### config.mk
export PLATFORM = sky130hd
export DESIGN_NAME = vcore_step_loader
export DESIGN_NICKNAME = d
export VERILOG_FILES = /design/src/rtl/vstep_pkg.sv /design/src/rtl/vstep_lookup.sv /design/src/rtl/vstep_timer.sv /design/src/rtl/vstep_shifter.sv /design/src/rtl/vcore_step_loader.sv
export SDC_FILE = /design/constraint.sdc
export NUM_CORES = 1
export LEC_CHECK = 0
export BUFFER_PORTS_ARGS = -buffer_cell sky130_fd_sc_hd__buf_2
export CAP_MARGIN = 20
export CORE_ASPECT_RATIO = 0.6
export CORE_MARGIN = 2
export CORE_UTILIZATION = 45
export DETAILED_ROUTE_END_ITERATION = 7
export PLACE_DENSITY = 0.74
export SLEW_MARGIN = 40
export SYNTH_ARGS = -nofsm -noshare
export SYNTH_HDL_FRONTEND = slang
export SYNTH_SLANG_ARGS = --single-unit
### constraint.sdc
create_clock -name clk -period 3.6 [get_ports clk]
set_input_delay 0.72 -clock clk [delete_from_list [all_inputs] [get_ports clk]]
set_output_delay 0.72 -clock clk [all_outputs]
set_load 0.01 [all_outputs]
### src/rtl/vstep_pkg.sv
package vstep_pkg;

    localparam int unsigned CODE_W = 12;
    typedef logic [CODE_W-1:0] code_t;

    localparam code_t STEP_MAX  = 12'h100;
    localparam code_t CODE_SLOW = 12'hFFF;
    localparam code_t CODE_MID  = 12'hDE5;
    localparam code_t CODE_FAST = 12'h325;

    typedef enum logic [2:0] {
        PH_IDLE,
        PH_DATA,
        PH_RISE,
        PH_FALL,
        PH_LDH,
        PH_LDL
    } phase_e;

    typedef enum logic {
        CT_IDLE,
        CT_SEND
    } ctrl_e;

    typedef struct packed {
        code_t target;
        code_t current;
        code_t word;
    } walk_t;

    // One bounded move of the code toward the target; jump sends the target as-is.
    function automatic code_t step_toward(input code_t cur, input code_t tgt, input logic jump);
        logic [CODE_W:0] cur_w;
        logic [CODE_W:0] tgt_w;
        logic [CODE_W:0] stp_w;
        code_t           res;
        cur_w = {1'b0, cur};
        tgt_w = {1'b0, tgt};
        stp_w = {1'b0, STEP_MAX};
        if (jump)
            res = tgt;
        else if (cur_w + stp_w < tgt_w)
            res = cur + STEP_MAX;
        else if (cur_w > tgt_w + stp_w)
            res = cur - STEP_MAX;
        else
            res = tgt;
        return res;
    endfunction

endpackage

### src/rtl/vstep_lookup.sv
module vstep_lookup
    import vstep_pkg::*;
#(
    parameter int unsigned FREQ_W   = 20,
    parameter int unsigned SLOW_KHZ = 200000,
    parameter int unsigned MID_KHZ  = 300000
) (
    input  logic [FREQ_W-1:0] khz,
    output code_t             code
);
    localparam logic [FREQ_W-1:0] SLOW_LIM = FREQ_W'(SLOW_KHZ);
    localparam logic [FREQ_W-1:0] MID_LIM  = FREQ_W'(MID_KHZ);

    always_comb begin
        if (khz < SLOW_LIM)
            code = CODE_SLOW;
        else if (khz < MID_LIM)
            code = CODE_MID;
        else
            code = CODE_FAST;
    end
endmodule

### src/rtl/vstep_timer.sv
module vstep_timer #(
    parameter int unsigned DELAY_CYC = 200
) (
    input  logic clk,
    input  logic rst,
    input  logic restart,
    output logic tick
);
    localparam int unsigned CNT_W = $clog2(DELAY_CYC + 1);
    localparam logic [CNT_W-1:0] RELOAD = CNT_W'(DELAY_CYC - 1);

    logic [CNT_W-1:0] cnt;

    always_ff @(posedge clk) begin
        if (rst)
            cnt <= '0;
        else if (restart)
            cnt <= RELOAD;
        else if (cnt != '0)
            cnt <= cnt - 1'b1;
    end

    assign tick = (cnt == '0);
endmodule

### src/rtl/vstep_shifter.sv
module vstep_shifter
    import vstep_pkg::*;
(
    input  logic  clk,
    input  logic  rst,
    input  logic  start,
    input  code_t word,
    input  logic  tick,
    output logic  restart,
    output logic  frame_done,
    output logic  sdata,
    output logic  sclk,
    output logic  sld
);
    localparam int unsigned IDX_W = $clog2(CODE_W);
    localparam logic [IDX_W-1:0] TOP_IDX = IDX_W'(CODE_W - 1);

    phase_e           phase;
    code_t            shreg;
    logic [IDX_W-1:0] bidx;

    always_comb begin
        restart    = 1'b0;
        frame_done = 1'b0;
        if (phase == PH_IDLE)
            restart = start;
        else if (tick) begin
            if (phase == PH_LDL)
                frame_done = 1'b1;
            else
                restart = 1'b1;
        end
    end

    always_ff @(posedge clk) begin
        if (rst) begin
            phase <= PH_IDLE;
            shreg <= '0;
            bidx  <= '0;
            sdata <= 1'b0;
            sclk  <= 1'b0;
            sld   <= 1'b0;
        end else begin
            unique case (phase)
                PH_IDLE: if (start) begin
                    shreg <= word;
                    bidx  <= TOP_IDX;
                    sclk  <= 1'b0;
                    sld   <= 1'b0;
                    phase <= PH_DATA;
                end
                PH_DATA: if (tick) begin
                    sdata <= shreg[CODE_W-1];
                    shreg <= {shreg[CODE_W-2:0], 1'b0};
                    phase <= PH_RISE;
                end
                PH_RISE: if (tick) begin
                    sclk  <= 1'b1;
                    phase <= PH_FALL;
                end
                PH_FALL: if (tick) begin
                    sclk <= 1'b0;
                    if (bidx == '0)
                        phase <= PH_LDH;
                    else begin
                        bidx  <= bidx - 1'b1;
                        phase <= PH_DATA;
                    end
                end
                PH_LDH: if (tick) begin
                    sld   <= 1'b1;
                    phase <= PH_LDL;
                end
                PH_LDL: if (tick) begin
                    sld   <= 1'b0;
                    phase <= PH_IDLE;
                end
                default: phase <= PH_IDLE;
            endcase
        end
    end
endmodule

### src/rtl/vcore_step_loader.sv
module vcore_step_loader
    import vstep_pkg::*;
#(
    parameter int unsigned FREQ_W    = 20,
    parameter int unsigned SLOW_KHZ  = 200000,
    parameter int unsigned MID_KHZ   = 300000,
    parameter int unsigned DELAY_CYC = 200
) (
    input  logic              clk,
    input  logic              rst,
    input  logic              req_valid,
    input  logic [FREQ_W-1:0] req_khz,
    input  logic              req_force,
    output logic              psu_data,
    output logic              psu_clk,
    output logic              psu_ld,
    output logic              busy,
    output logic              done
);
    ctrl_e  ctrl;
    walk_t  walk;
    logic   start_q;
    logic   busy_q;
    logic   done_q;
    code_t  req_code;
    code_t  first_word;
    code_t  follow_word;
    logic   restart;
    logic   tick;
    logic   frame_done;

    vstep_lookup #(
        .FREQ_W  (FREQ_W),
        .SLOW_KHZ(SLOW_KHZ),
        .MID_KHZ (MID_KHZ)
    ) u_lookup (
        .khz (req_khz),
        .code(req_code)
    );

    vstep_timer #(
        .DELAY_CYC(DELAY_CYC)
    ) u_timer (
        .clk    (clk),
        .rst    (rst),
        .restart(restart),
        .tick   (tick)
    );

    vstep_shifter u_shift (
        .clk       (clk),
        .rst       (rst),
        .start     (start_q),
        .word      (walk.word),
        .tick      (tick),
        .restart   (restart),
        .frame_done(frame_done),
        .sdata     (psu_data),
        .sclk      (psu_clk),
        .sld       (psu_ld)
    );

    assign first_word  = step_toward(walk.current, req_code, req_force);
    assign follow_word = step_toward(walk.word, walk.target, 1'b0);

    always_ff @(posedge clk) begin
        if (rst) begin
            ctrl    <= CT_IDLE;
            walk    <= '0;
            start_q <= 1'b0;
            busy_q  <= 1'b0;
            done_q  <= 1'b0;
        end else begin
            start_q <= 1'b0;
            done_q  <= 1'b0;
            unique case (ctrl)
                CT_IDLE: if (req_valid) begin
                    walk.target <= req_code;
                    walk.word   <= first_word;
                    start_q     <= 1'b1;
                    busy_q      <= 1'b1;
                    ctrl        <= CT_SEND;
                end
                CT_SEND: if (frame_done) begin
                    walk.current <= walk.word;
                    if (walk.word == walk.target) begin
                        done_q <= 1'b1;
                        busy_q <= 1'b0;
                        ctrl   <= CT_IDLE;
                    end else begin
                        walk.word <= follow_word;
                        start_q   <= 1'b1;
                    end
                end
                default: ctrl <= CT_IDLE;
            endcase
        end
    end

    assign busy = busy_q;
    assign done = done_q;
endmodule

==> results.rst <==
.. list-table::
   :header-rows: 1

   * - Metric
     - Value
   * - Outcome
     - completed
   * - Final cell utilization of the core
     - 0.5388
   * - Launch point of the worst reg-to-reg path
     - walk[9]
   * - DP Area
     - 4319 µm²
   * - Pin count of the biggest net entering global routing
     - 31
   * - Power share of the combinational group
     - 0.311
   * - DRC errors left
     - 0
   * - # IOs
     - 29
   * - Setup skew after layout
     - 0.004494 ns
   * - Area fraction of the dominant cell type after synthesis
     - 0.3098
   * - TritonCTS clock tree
     - built
   * - Sum of negative setup slack
     - 0 ns
   * - Mapped Nets
     - 541
   * - Die width
     - 125.8 µm
   * - Total of buffers placed on input and output ports
     - 23
   * - Critical path capture point type
     - flop
   * - Hold bufs inserted after CTS
     - 0
   * - Number of antenna violations at the first check in global routing
     - 0
   * - Final critical delay including setup and external delays
     - 3.430 ns
   * - Fraction of layout cells with a size suffix above 1
     - 0.1621
   * - Cell at the root of the clock tree
     - sky130_fd_sc_hd__clkbuf_16
   * - Number of instances on the worst hold path
     - 2
   * - Number of global-route vias before repair
     - 3367
   * - Clock net sink count
     - 62
   * - Height of the chip
     - 77.09 µm
   * - Kind of path behind the tightest hold check
     - reg2reg
   * - Switching fraction of total power
     - 0.3350
   * - Fin. Hold Viols
     - 0
   * - RSZ-0062 raised after global routing
     - false
   * - Routed via count
     - 3606
   * - Max H-tree Level
     - 3
   * - Initial Util
     - 0.4665
   * - Static Leak
     - 1.851 nW
   * - Finished Cell Area
     - 4627 µm²
   * - Worst reg-to-reg setup slack
     - 0.40 ns
   * - Total of warnings raised by yosys
     - 0
   * - Fraction of the cycle the final worst path needs
     - 0.9529
   * - Total chip power
     - 2.410 mW
   * - Sw Pwr
     - 0.8074 mW
   * - Mean routed wirelength per cell
     - 15.77 µm
   * - Top achievable clock speed
     - 291.5 MHz
   * - Slew at the pin closest to its max-slew limit
     - 0.7355 ns
   * - Max-cap violations
     - 0
   * - Final max-slew violation count
     - 0
   * - Final ANT Viol Nets
     - 0
   * - Worst Hold Launch
     - walk[18]
   * - Source of the critical timing path
     - req_khz[10]
   * - Count of mapped cells out of synthesis
     - 481
   * - Worst Hold Endpoint
     - walk[18]
   * - Data required, critical path
     - 3.85 ns
   * - FF-to-FF path depth
     - 11
   * - Relative contribution of sequential cells to total power
     - 0.363
   * - Highest net fanout along the worst path
     - 10
   * - Num CTS Buffers
     - 9
   * - Bufs on Longest Clock Path
     - 2
   * - Clock latency on the worst-skew pair
     - 0.33 ns
   * - Post-synth EDFFs
     - 0
   * - Mean number of vias per cell
     - 5.779
   * - Relative contribution of the clock network to total power
     - 0.327
   * - Most common cell after layout, fill and taps aside
     - sky130_fd_sc_hd__dfxtp_1
   * - #FFs+latches synth
     - 62
   * - Cell Rows
     - 26
   * - Internal power component
     - 1.603 mW
   * - Remaining max-slew budget at the tightest pin
     - 0.5085
   * - Mean instance size in the synthesized netlist
     - 8.329 µm²
   * - Diodes inserted
     - 0
   * - Total congestion overflow
     - 0
   * - Clock slew seen by the registers of the worst setup and hold paths
     - 0.05 ns
   * - Total number of nets in the final design
     - 568
   * - Aggregate routed wire length
     - 9.839 mm
   * - RR Endpoint
     - walk[0]
   * - Startpoint-to-endpoint class of the critical path
     - in2reg
   * - Leading area contributor after synthesis
     - sky130_fd_sc_hd__dfxtp_1
   * - Power density of the placed cells
     - 520.9 nW/µm²
   * - Final HPWL from detailed placement
     - 7.306 mm
   * - Unique cell type count in the Yosys netlist
     - 73
   * - Cells taking the most area after synthesis
     - sky130_fd_sc_hd__dfxtp_1 (31%), sky130_fd_sc_hd__ha_1 (11%), sky130_fd_sc_hd__nor2_1 (5.1%), sky130_fd_sc_hd__a21oi_1 (5.0%), sky130_fd_sc_hd__mux2i_1 (4.7%)
   * - Endpoints failing setup
     - 0
   * - Sequential-to-total area share from yosys stat
     - 0.3098
   * - Predominant post-synthesis flop cell
     - sky130_fd_sc_hd__dfxtp_1
   * - Gpl congestion
     - 0.8707
   * - Number of iterations in the first detailed-routing pass
     - 5
   * - Peak VDD IR
     - 262.2 µV
   * - Initial detailed-routing violation count
     - 254
   * - First-pass GRT wire length
     - 16.48 mm
   * - Summed instance area of the synthesized netlist
     - 4006 µm²
   * - Async set-reset flop share out of synthesis
     - 0
   * - Highest-count cells in the layout ignoring fill and taps
     - sky130_fd_sc_hd__dfxtp_1 (62), sky130_fd_sc_hd__nor2_1 (52), sky130_fd_sc_hd__nand2_1 (49), sky130_fd_sc_hd__a21oi_1 (39), sky130_fd_sc_hd__ha_1 (35)
   * - Layout overhead on the synthesized area
     - 15.49%
   * - CP arrival
     - 3.68 ns
   * - Die Footprint
     - 9698 µm²
   * - GRT Resource Usage Total
     - 0.2113
   * - Placeable core region
     - 8588 µm²
   * - Type of element launching the critical path
     - input port
power groups by stage:
| stage | clock [mW] | sequential [mW] | combinational (mW) |
|---|---|---|---|
| detailed placement | 0 | 0.883 | 0.730 |
| finish | 0.788 | 0.874 | 0.748 |
| floorplan | 0 | 0.846 | 0.598 |
| global route | 0.839 | 0.887 | 0.835 |
| CTS | 0.806 | 0.871 | 0.735 |
| global placement | 0 | 0.878 | 0.700 |
per-layer routing:
metal | global-route usage | share of wire | wire length, µm | vias to the layer above
li1 | - | - | - | 1783
met1 | 0.3136 | 0.51 | 5018 | 1705
met2 | 0.2914 | 0.41 | 4009 | 105
met3 | 0.06769 | 0.071 | 698 | 13
met4 | 0.05495 | 0.011 | 112 | 0
met5 | 0 | 0 | 0 | -
metrics by stage:
step	setup slack, ns	cells	hold WS [ns]
finish	0.1696	624	0.4746
global route	0.01344	624	0.4838
CTS	0.06958	624	0.4713
detailed placement	-0.3252	609	0.4547
global placement	-0.2858	609	0.4513
floorplan	0.02062	481	0.4439
critical path, cell delays in order:
cell and delay, ns:
sky130_fd_sc_hd__buf_2 0.11, sky130_fd_sc_hd__o21ai_1 0.12, sky130_fd_sc_hd__o211ai_1 0.10, sky130_fd_sc_hd__a211o_1 0.31
sky130_fd_sc_hd__a21oi_2 0.15, sky130_fd_sc_hd__inv_2 0.10, sky130_fd_sc_hd__nor2_4 0.10, sky130_fd_sc_hd__inv_1 0.06
sky130_fd_sc_hd__ha_1 0.31, sky130_fd_sc_hd__nand3_2 0.12, sky130_fd_sc_hd__o221a_2 0.27, sky130_fd_sc_hd__o31a_1 0.14
sky130_fd_sc_hd__nor3_4 0.20, sky130_fd_sc_hd__o21bai_2 0.11, sky130_fd_sc_hd__buf_12 0.16, sky130_fd_sc_hd__a221oi_2 0.26
sky130_fd_sc_hd__a211oi_1 0.08, sky130_fd_sc_hd__a311oi_1 0.25
Yosys cell counts (all sizes together) (8+ instances only):
master,instances
o21ai,15
buf,12
dfxtp,62
nand2,49
xor2,8
mux2i,19
clkbuf,12
nor2,57
nand3,10
inv,25
a211oi,24
xnor2,8
nor3,16
ha,36
a21oi,40
sequential cells by signal, summed over array words and instances (netlist names):
register	cells
busy	1
ctrl	1
done	1
start_q	1
u_shift.bidx	4
u_shift.phase	3
u_shift.sclk	1
u_shift.sdata	1
u_shift.shreg	12
u_shift.sld	1
u_timer.cnt	8
walk	28
cells by family after synthesis:
| group | after synthesis | share of synthesized area |
|---|---|---|
| adders and majority gates | 36 | 0.1124 |
| DFF | 62 | 0.3098 |
| AOI/OAI and AO/OA | 122 | 0.2089 |
| muxes | 20 | 0.05028 |
| buffers and inverters | 49 | 0.04997 |
| xor gates and xnor gates | 16 | 0.03498 |
| and+or+nand+nor | 176 | 0.2336 |
worst max path at each step:
stage	end	slack (ns)	cells past startpoint
final	walk[9]	0.17	18
after CTS	walk[9]	0.07	18
after floorplan	walk[9]	0.02	17
after global routing	walk[9]	0.01	18
after detailed placement	walk[1]	-0.33	16
after global placement	walk[1]	-0.29	16
what timing repair did:
item / in CTS / in global routing
setup buffers: 0 / 0
resized for setup: 1 / 7
endpoints found under the setup margin: 1 / 7
area by class of cell:
class,count,area [µm²]
fillers,783,3961
multi-input cells,370,2615
flip-flops and latches,62,1241
repair buffers,40,267.8
clock buffers,14,264.0
well taps,112,140.1
inverters,25,93.84
clock inverters,1,5.005
No activity file was read; power rests on OpenSTA's default activity.
